## src/rtl/colgen_pkg.sv

```systemverilog
package colgen_pkg;

  typedef enum logic [2:0] {
    LEN_1    = 3'b000,
    LEN_2    = 3'b001,
    LEN_4    = 3'b010,
    LEN_8    = 3'b011,
    LEN_PAGE = 3'b111
  } len_code_e;

  typedef struct packed {
    logic       wr_single;
    logic [2:0] lat_code;
    logic       xor_order;
    logic [2:0] len_code;
  } mode_t;

  localparam mode_t MODE_RESET = '{wr_single: 1'b0, lat_code: 3'b010,
                                   xor_order: 1'b0, len_code: 3'b000};

endpackage

```

## src/rtl/colgen_mode_reg.sv

```systemverilog
module colgen_mode_reg
  import colgen_pkg::*;
#(
  parameter int OP_W = 12
) (
  input  logic            clk,
  input  logic            rst_n,
  input  logic            load,
  input  logic [OP_W-1:0] opcode,
  output mode_t           mode,
  output logic            mode_err,
  output logic [1:0]      cas_lat
);

  mode_t cand;
  logic  len_ok;
  logic  lat_ok;
  logic  legal;

  always_comb begin
    cand.len_code  = opcode[2:0];
    cand.xor_order = opcode[3];
    cand.lat_code  = opcode[6:4];
    cand.wr_single = opcode[9];
    unique case (cand.len_code)
      LEN_1, LEN_2, LEN_4, LEN_8: len_ok = 1'b1;
      LEN_PAGE:                   len_ok = ~cand.xor_order;
      default:                    len_ok = 1'b0;
    endcase
    lat_ok = (cand.lat_code == 3'b010) || (cand.lat_code == 3'b011);
    legal  = len_ok & lat_ok;
  end

  always_ff @(posedge clk) begin
    if (!rst_n) begin
      mode     <= MODE_RESET;
      mode_err <= 1'b0;
    end else if (load) begin
      mode_err <= ~legal;
      if (legal) mode <= cand;
    end
  end

  assign cas_lat = (mode.lat_code == 3'b011) ? 2'd3 : 2'd2;

  AST_ILLEGAL_KEEPS_MODE: assert property (@(posedge clk) disable iff (!rst_n)
    (load && !legal) |=> ($stable(mode) && mode_err));

  AST_LATENCY_FOLLOWS_LOAD: assert property (@(posedge clk) disable iff (!rst_n)
    (load && legal && opcode[4]) |=> (cas_lat == 2'd3));

endmodule

```

## src/rtl/colgen_beat_seq.sv

```systemverilog
module colgen_beat_seq #(
  parameter int COL_W = 9
) (
  input  logic             clk,
  input  logic             rst_n,
  input  logic             start,
  input  logic             stop,
  input  logic [COL_W-1:0] len_m1,
  output logic             active,
  output logic [COL_W-1:0] idx,
  output logic             last
);

  logic [COL_W-1:0] len_q;

  always_ff @(posedge clk) begin
    if (!rst_n) begin
      active <= 1'b0;
      idx    <= '0;
      len_q  <= '0;
    end else if (start) begin
      active <= 1'b1;
      idx    <= '0;
      len_q  <= len_m1;
    end else if (active) begin
      if (stop || last) active <= 1'b0;
      else              idx    <= idx + 1'b1;
    end
  end

  assign last = active && (idx == len_q);

  AST_START_OPENS_BURST: assert property (@(posedge clk) disable iff (!rst_n)
    start |=> (active && idx == '0));

  AST_FINAL_BEAT_CLOSES: assert property (@(posedge clk) disable iff (!rst_n)
    (last && !start) |=> !active);

  AST_STOP_CLOSES: assert property (@(posedge clk) disable iff (!rst_n)
    (stop && !start) |=> !active);

endmodule

```

## src/rtl/colgen_addr_calc.sv

```systemverilog
module colgen_addr_calc #(
  parameter int COL_W = 9
) (
  input  logic [COL_W-1:0] base,
  input  logic [COL_W-1:0] idx,
  input  logic [COL_W-1:0] mask,
  input  logic             xor_order,
  output logic [COL_W-1:0] col
);

  logic [COL_W-1:0] walk;

  assign walk = xor_order ? (base ^ idx) : (base + idx);

  for (genvar b = 0; b < COL_W; b++) begin : g_bit
    assign col[b] = mask[b] ? walk[b] : base[b];
  end

endmodule

```

## src/rtl/sdram_burst_colgen.sv

```systemverilog
module sdram_burst_colgen
  import colgen_pkg::*;
#(
  parameter int COL_W = 9,
  parameter int OP_W  = 12
) (
  input  logic             clk,
  input  logic             rst_n,
  input  logic             mode_load,
  input  logic [OP_W-1:0]  mode_opcode,
  input  logic             start,
  input  logic [COL_W-1:0] start_col,
  input  logic             start_wr,
  input  logic             stop,
  output logic [COL_W-1:0] col_out,
  output logic             beat_valid,
  output logic             beat_last,
  output logic [1:0]       cas_lat,
  output logic             mode_err
);

  localparam logic [COL_W-1:0] PAGE_MASK = {COL_W{1'b1}};

  mode_t            mode;
  logic [COL_W-1:0] mask_d;
  logic [COL_W-1:0] mask_q;
  logic [COL_W-1:0] base_q;
  logic             xor_q;
  logic [COL_W-1:0] idx;

  colgen_mode_reg #(.OP_W(OP_W)) u_mode (
    .clk(clk), .rst_n(rst_n), .load(mode_load), .opcode(mode_opcode),
    .mode(mode), .mode_err(mode_err), .cas_lat(cas_lat)
  );

  always_comb begin
    unique case (mode.len_code)
      LEN_2:    mask_d = COL_W'(1);
      LEN_4:    mask_d = COL_W'(3);
      LEN_8:    mask_d = COL_W'(7);
      LEN_PAGE: mask_d = PAGE_MASK;
      default:  mask_d = '0;
    endcase
    if (start_wr && mode.wr_single) mask_d = '0;
  end

  always_ff @(posedge clk) begin
    if (!rst_n) begin
      mask_q <= '0;
      base_q <= '0;
      xor_q  <= 1'b0;
    end else if (start) begin
      mask_q <= mask_d;
      base_q <= start_col;
      xor_q  <= mode.xor_order && (mode.len_code != LEN_PAGE);
    end
  end

  colgen_beat_seq #(.COL_W(COL_W)) u_seq (
    .clk(clk), .rst_n(rst_n), .start(start), .stop(stop), .len_m1(mask_d),
    .active(beat_valid), .idx(idx), .last(beat_last)
  );

  colgen_addr_calc #(.COL_W(COL_W)) u_addr (
    .base(base_q), .idx(idx), .mask(mask_q), .xor_order(xor_q), .col(col_out)
  );

  AST_WRITE_SINGLE_BEAT: assert property (@(posedge clk) disable iff (!rst_n)
    (start && start_wr && mode.wr_single) |=> (beat_last && col_out == $past(start_col)));

  AST_UPPER_BITS_FIXED: assert property (@(posedge clk) disable iff (!rst_n)
    (beat_valid && !beat_last && !start && !stop && mask_q != PAGE_MASK)
      |=> ((col_out & ~mask_q) == ($past(col_out) & ~mask_q)));

endmodule

```

## config.mk

```make
export PLATFORM = sky130hd
export DESIGN_NAME = sdram_burst_colgen
export DESIGN_NICKNAME = d
export VERILOG_FILES = /design/src/rtl/colgen_pkg.sv /design/src/rtl/colgen_mode_reg.sv /design/src/rtl/colgen_beat_seq.sv /design/src/rtl/colgen_addr_calc.sv /design/src/rtl/sdram_burst_colgen.sv
export SDC_FILE = /design/constraint.sdc
export NUM_CORES = 1
export LEC_CHECK = 0
export BUFFER_PORTS_ARGS = -buffer_cell sky130_fd_sc_hd__buf_2
export CORE_ASPECT_RATIO = 0.75
export CORE_MARGIN = 3
export CORE_UTILIZATION = 50
export CTS_BUF_LIST = sky130_fd_sc_hd__clkbuf_8
export DETAILED_ROUTE_END_ITERATION = 12
export PLACE_DENSITY = 0.85
export SLEW_MARGIN = 20
export SYNTH_ARGS = -nofsm -noshare
export SYNTH_HDL_FRONTEND = slang
export SYNTH_SLANG_ARGS = --single-unit
```

## constraint.sdc

```tcl
create_clock -name clk -period 5.2 [get_ports clk]
set_input_delay 0 -clock clk [delete_from_list [all_inputs] [get_ports clk]]
set_output_delay 0 -clock clk [all_outputs]
set_load 0.01 [all_outputs]
```

# ---- Word level (Yosys, flattened, before mapping)
# Cells that the tools add are included.
# W data, S select, Z words.
dict set report op_classes {
  add_sub_neg 2
  mul 0
  div 0
  order_cmp 0
  n_eq_ne 13
  shifts 0
  mux 17
  bitwise 6
  reduce_logical 10
}
# cell n
set op_table {}
lappend op_table {{$pmux W9 S4} 1}
lappend op_table {{$eq A3 B2 Y1 const B} 7}
lappend op_table {{$mux W9} 2}
lappend op_table {{$mux W1} 13}
lappend op_table {{$add A9 B1 Y9 const B} 1}
lappend op_table {{$add A9 B9 Y9} 1}
lappend op_table {{$eq A9 B9 Y1} 1}
lappend op_table {{$xor A9 B9 Y9} 1}
lappend op_table {{$eq A3 B1 Y1 const B} 2}
lappend op_table {{$eq A3 B3 Y1 const B} 2}
lappend op_table {{$not A1 Y1} 4}
lappend op_table {{$reduce_and A2 Y1} 2}
lappend op_table {{$reduce_or A4 Y1} 1}
lappend op_table {{$logic_and A1 B1 Y1} 3}
lappend op_table {{$logic_not A3 Y1} 1}
lappend op_table {{$ne A3 B3 Y1 const B} 1}
lappend op_table {{$logic_or A1 B1 Y1} 2}
lappend op_table {{$pmux W1 S2} 1}
lappend op_table {{$reduce_or A2 Y1} 1}
lappend op_table {{$and A1 B1 Y1} 1}
dict set report totals {
  ff_bits 38
  latchBits 0
  ramBits 0
  romBits 0
  inputBits 27
  out_inout_bits 14
  n_memories 0
}

# ---- Depth between registers and ports, before layout
dict set report logic_depth {
  ltp_word 6
  mapped_depth 7
}

# ---- By module
# From an unflattened synthesis, not the netlist that was laid out.
dict set report hier_totals {
  hier_cells 255
  area_unflattened_um2 2403.6
}
# module instances cells_per_inst area_per_inst_um2 seq_area_each_um2
set modules_own_cells {}
lappend modules_own_cells {colgen_beat_seq 1 99 912.1 380.4}
lappend modules_own_cells {sdram_burst_colgen 1 55 605.6 280.3}
lappend modules_own_cells {colgen_addr_calc 1 63 494.2 0.0}
lappend modules_own_cells {colgen_mode_reg 1 38 391.6 180.2}

# ---- Least setup slack after synthesis
# OpenSTA, ideal clock, no wires.
dict set report synth_timing {
  path_kind {register to output}
  startpoint {register u_seq.idx[0]}
  endpoint {output col_out[8]}
  arrival_time_ns 2.064
  required_ns 5.200
  slack_ns 3.136
  stages_incl_launch_ff 8
  path_buffers 0
  cell_sequence {dfxtp_1 > ha_1 > fa_1 > a211oi_1 > o32ai_2 > a31oi_1 > mux2i_1 > xor2_1}
}
dict set report synth_via {
  elab_chain_len 3
}
# item line_no
set synth_rtl {}
lappend synth_rtl {{start: declaration} colgen_beat_seq.sv:10} ;# output logic [COL_W-1:0] idx,
lappend synth_rtl {{start signal: assignment} colgen_beat_seq.sv:27} ;# else idx <= idx + 1'b1;
lappend synth_rtl {{$add A9 B9 Y9} colgen_addr_calc.sv:13} ;# assign walk = xor_order ? (base ^ idx) : (base + idx);
lappend synth_rtl {{$mux W9} colgen_addr_calc.sv:13}
lappend synth_rtl {{$mux W1} colgen_addr_calc.sv:16} ;# assign col[b] = mask[b] ? walk[b] : base[b];
lappend synth_rtl {{end: declaration} sdram_burst_colgen.sv:15} ;# output logic [COL_W-1:0] col_out,
# No other way between the ends.

# ---- Worst setup path after layout
# Ends and elaborated chain as after synthesis.

==> flow_summary.toml <==
[finish]
final_design_area_no_fill_sq_mm = 0.00232
antenna_cells = 0
synthToLayoutAreaGrowth_pct = 22.6
seqCellArea_sq_um = 661
fillers = 292
multi_input_area_sq_mm = 0.00117
layout.nets = 294
drive_gt1_frac = 0.198

[route]
vias_per_cell = 5.28
drt-initial-drc-count = 89
wl_per_cell_microns = 13.6
drt_first_pass_iters = 5
route.detailed.drc = 0
ant_nets = 0
vias = 1626
totalWireLength_microns = 4200

[die]
die_y_microns = 59.3
core_area_sq_mm = 0.00345
die_w_microns = 77.0
die_area_sq_mm = 0.00456
start_util = 0.549
ios = 41
num_rows = 18

[critical_path]
cpPeakStageDelay_ns = 0.41
r2r_end = "u_seq.active"
cpMaxStageDelayCell = "fa_1"
path_max_fanout = 6
critPathRequiredTime_ns = 5.20
regToRegSetupSlack_ns = 3.44
worstSetupPathDepth = 8
reg2reg_depth = 5
critPathKind = "reg -> out"
r2r_start = "u_seq.len_q[7]"
path_buf_inv = 1
crit_arrival_ns = 2.64
crit_path_start_kind = "register"
startpoint = "u_seq.idx[0]"
cp_cell_sequence = "ha_1 > fa_1 > a211oi_1 > o32ai_2 > a31oi_1 > mux2i_1 > xor2_1 > buf_2"
critPathCapture = "col_out[8]"
path_delay_family = "compound AO/OA/AOI/OAI gates"
end_kind = "primary output"

[worst_hold_path]
hp-class = "in -> reg"

[timing]
rsz0062_at_grt = "no"
period_share = 0.508
fmax_mhz = 379
finClkSkew_ns = 0.00625
worst_slew_pin_slew_ns = 0.543
tns_ns = 0
final_max_slew_viol_count = 0
slew-limit-headroom = 0.637
fin_crit_ns = 2.64
layout_setup_ws_ns = 2.56
setup_violations = 0
hold_violations = 0

[synthesis]
syn_area_per_cell_sq_um = 9.00
synth_common_cells = "dfxtp_1 (33), mux2i_1 (18), a21oi_1 (16), nor2b_1 (16), nand2_1 (15)"
synth.distinct_cells = 50
yosys.area.top_type = "dfxtp_1"
syn_nets = 247
netlist_instances = 210
synth_seq_cells = 33
yosysMostFrequentCell = "dfxtp_1"
synth_area_leaders = "dfxtp_1 (35%), mux2i_1 (9.5%), ha_1 (6.0%), nor2b_1 (5.3%), a21oi_1 (4.2%)"
yosys.area.top_type_share = 0.349
seq_area_frac_synth = 0.349
netlist_area_sq_mm = 0.00189
ys_warn_count = 0
synth_enable_flop_cells = 0
async_flop_share = 0
synth_top_flop_cell = "dfxtp_1"

[global_routing]
antenna_found_initial = 0
grt_pass1_wl_microns = 7090
gr-total-overflow = 0
grt_pass1_vias = 1556
grt_usage = 0.198
grt_max_degree = 23

[placement]
place_area_sq_mm = 0.00208
dp_hpwl_microns = 2940
dpl_worst_slack_ns = 2.90
place.port_buffers = 35
gp_congestion = 0.817

[clocking]
cts-root-buf = "clkbuf_8"
clock_sinks = 33
post_cts_resized = 0
worst_skew_pair.late_latency_ns = 0.28
htreeDepth = 2
cts_tree = "yes"
cts_buffers = 5
path_clk_slew_ns = 0.06
cts_buffer_depth = 2

[pwr]
p_comb_frac = 0.125
p_int_mw = 0.413
clock_power_share = 0.384
power_density_mw_per_mm2 = 233
seqPwrFrac = 0.491
p_leak_nw = 0.962
p_sw_frac = 0.236
power.switching_mw = 0.128
ir_drop_v = 0.000173

[outcome]
status = "finished clean"

[flow_run]
max_cap_viol_count = 0
state kept, by name, indices dropped and copies added, names as in the netlist:
signal / flops
base_q: 9
u_seq.idx: 9
u_mode.mode: 8
u_seq.len_q: 4
u_mode.mode_err: 1
u_seq.active: 1
xor_q: 1
area by class of cell:
| type | instances | area share |
|---|---|---|
| clock buffer | 7 | 0.0416 |
| clock inverter | 1 | 0.00216 |
| inverter | 3 | 0.00486 |
| multi-input combinational | 165 | 0.504 |
| sequential | 33 | 0.285 |
| tap | 50 | 0.0270 |
| timing repair buffer | 49 | 0.136 |
routing by layer:
layer  vias to the layer above  track usage  part of all wire
met5                         -            0                 0
met4                         0       0.0838             0.018
met3                         8       0.0471             0.046
met2                        39        0.342              0.47
met1                       739        0.240              0.46
li1                        840            -                 -
through the flow:
stage / hold slack [ns] / power [mW] / std cells / util
2_1_floorplan: 0.116 / 0.310 / 210 / -
3_3_place_gp: 0.221 / 0.328 / 286 / 0.603
3_5_place_dp: 0.257 / 0.330 / 286 / 0.603
4_1_cts: 0.0224 / 0.546 / 308 / 0.673
5_1_grt: 0.0487 / 0.565 / 308 / 0.673
6_report: 0.0231 / 0.541 / 308 / 0.673
cell usage in the layout, fill, tap and decap left out, types with 5 or more instances in the layout:
cell type and instances:
clkbuf_8 7, xnor2_1 8, nor2_1 14, ha_1 9
buf_2 35, a21oi_1 16, dfxtp_1 33, nand2b_1 7
o21ai_0 6, nand3_1 5, dlygate4sd3_1 14, nand2_1 15
mux2i_1 18, or4_1 6, nor2b_1 16
worst register-to-register path: cells and delay by family (launching register included):
family	cells	cell delay, ns
and+or+nand+nor	3	0.51
AOI/OAI and AO/OA	2	0.52
DFF	1	0.63
logic make-up after synthesis:
family          after synthesis  share of synthesized area
compound gates               40                      0.147
buf+inv                      12                     0.0331
xor+xnor                     10                     0.0463
fa+ha+maj                    11                     0.0754
other cells                   1                    0.00198
flops                        33                      0.349
simple gates                 83                      0.240
mux                          20                      0.107
power by group through the flow:
stage,registers [mW],clock network (mW),logic (mW)
3_3_place_gp,0.271,0,0.0567
5_1_grt,0.267,0.223,0.0753
3_5_place_dp,0.271,0,0.0587
2_1_floorplan,0.270,0,0.0397
6_report,0.266,0.208,0.0675
4_1_cts,0.266,0.213,0.0668
timing repair:
item,4_1_cts,5_1_grt
endpoints found under the hold margin,14,0
buffers inserted,0,0
endpoints found under the setup margin,0,0
hold buffers,14,0
how the worst min path moves through the flow:
stage	from	to	slack, ns	cells after the start
6_report	mode_opcode[9]	u_mode.mode[7]	0.02	3
5_1_grt	mode_opcode[9]	u_mode.mode[7]	0.05	3
4_1_cts	mode_opcode[0]	u_mode.mode[0]	0.02	3
3_5_place_dp	mode_load	u_mode.mode_err	0.26	3
3_3_place_gp	mode_load	u_mode.mode_err	0.22	3
2_1_floorplan	mode_load	u_mode.mode_err	0.12	2
Power figures use the tool's default switching activity.
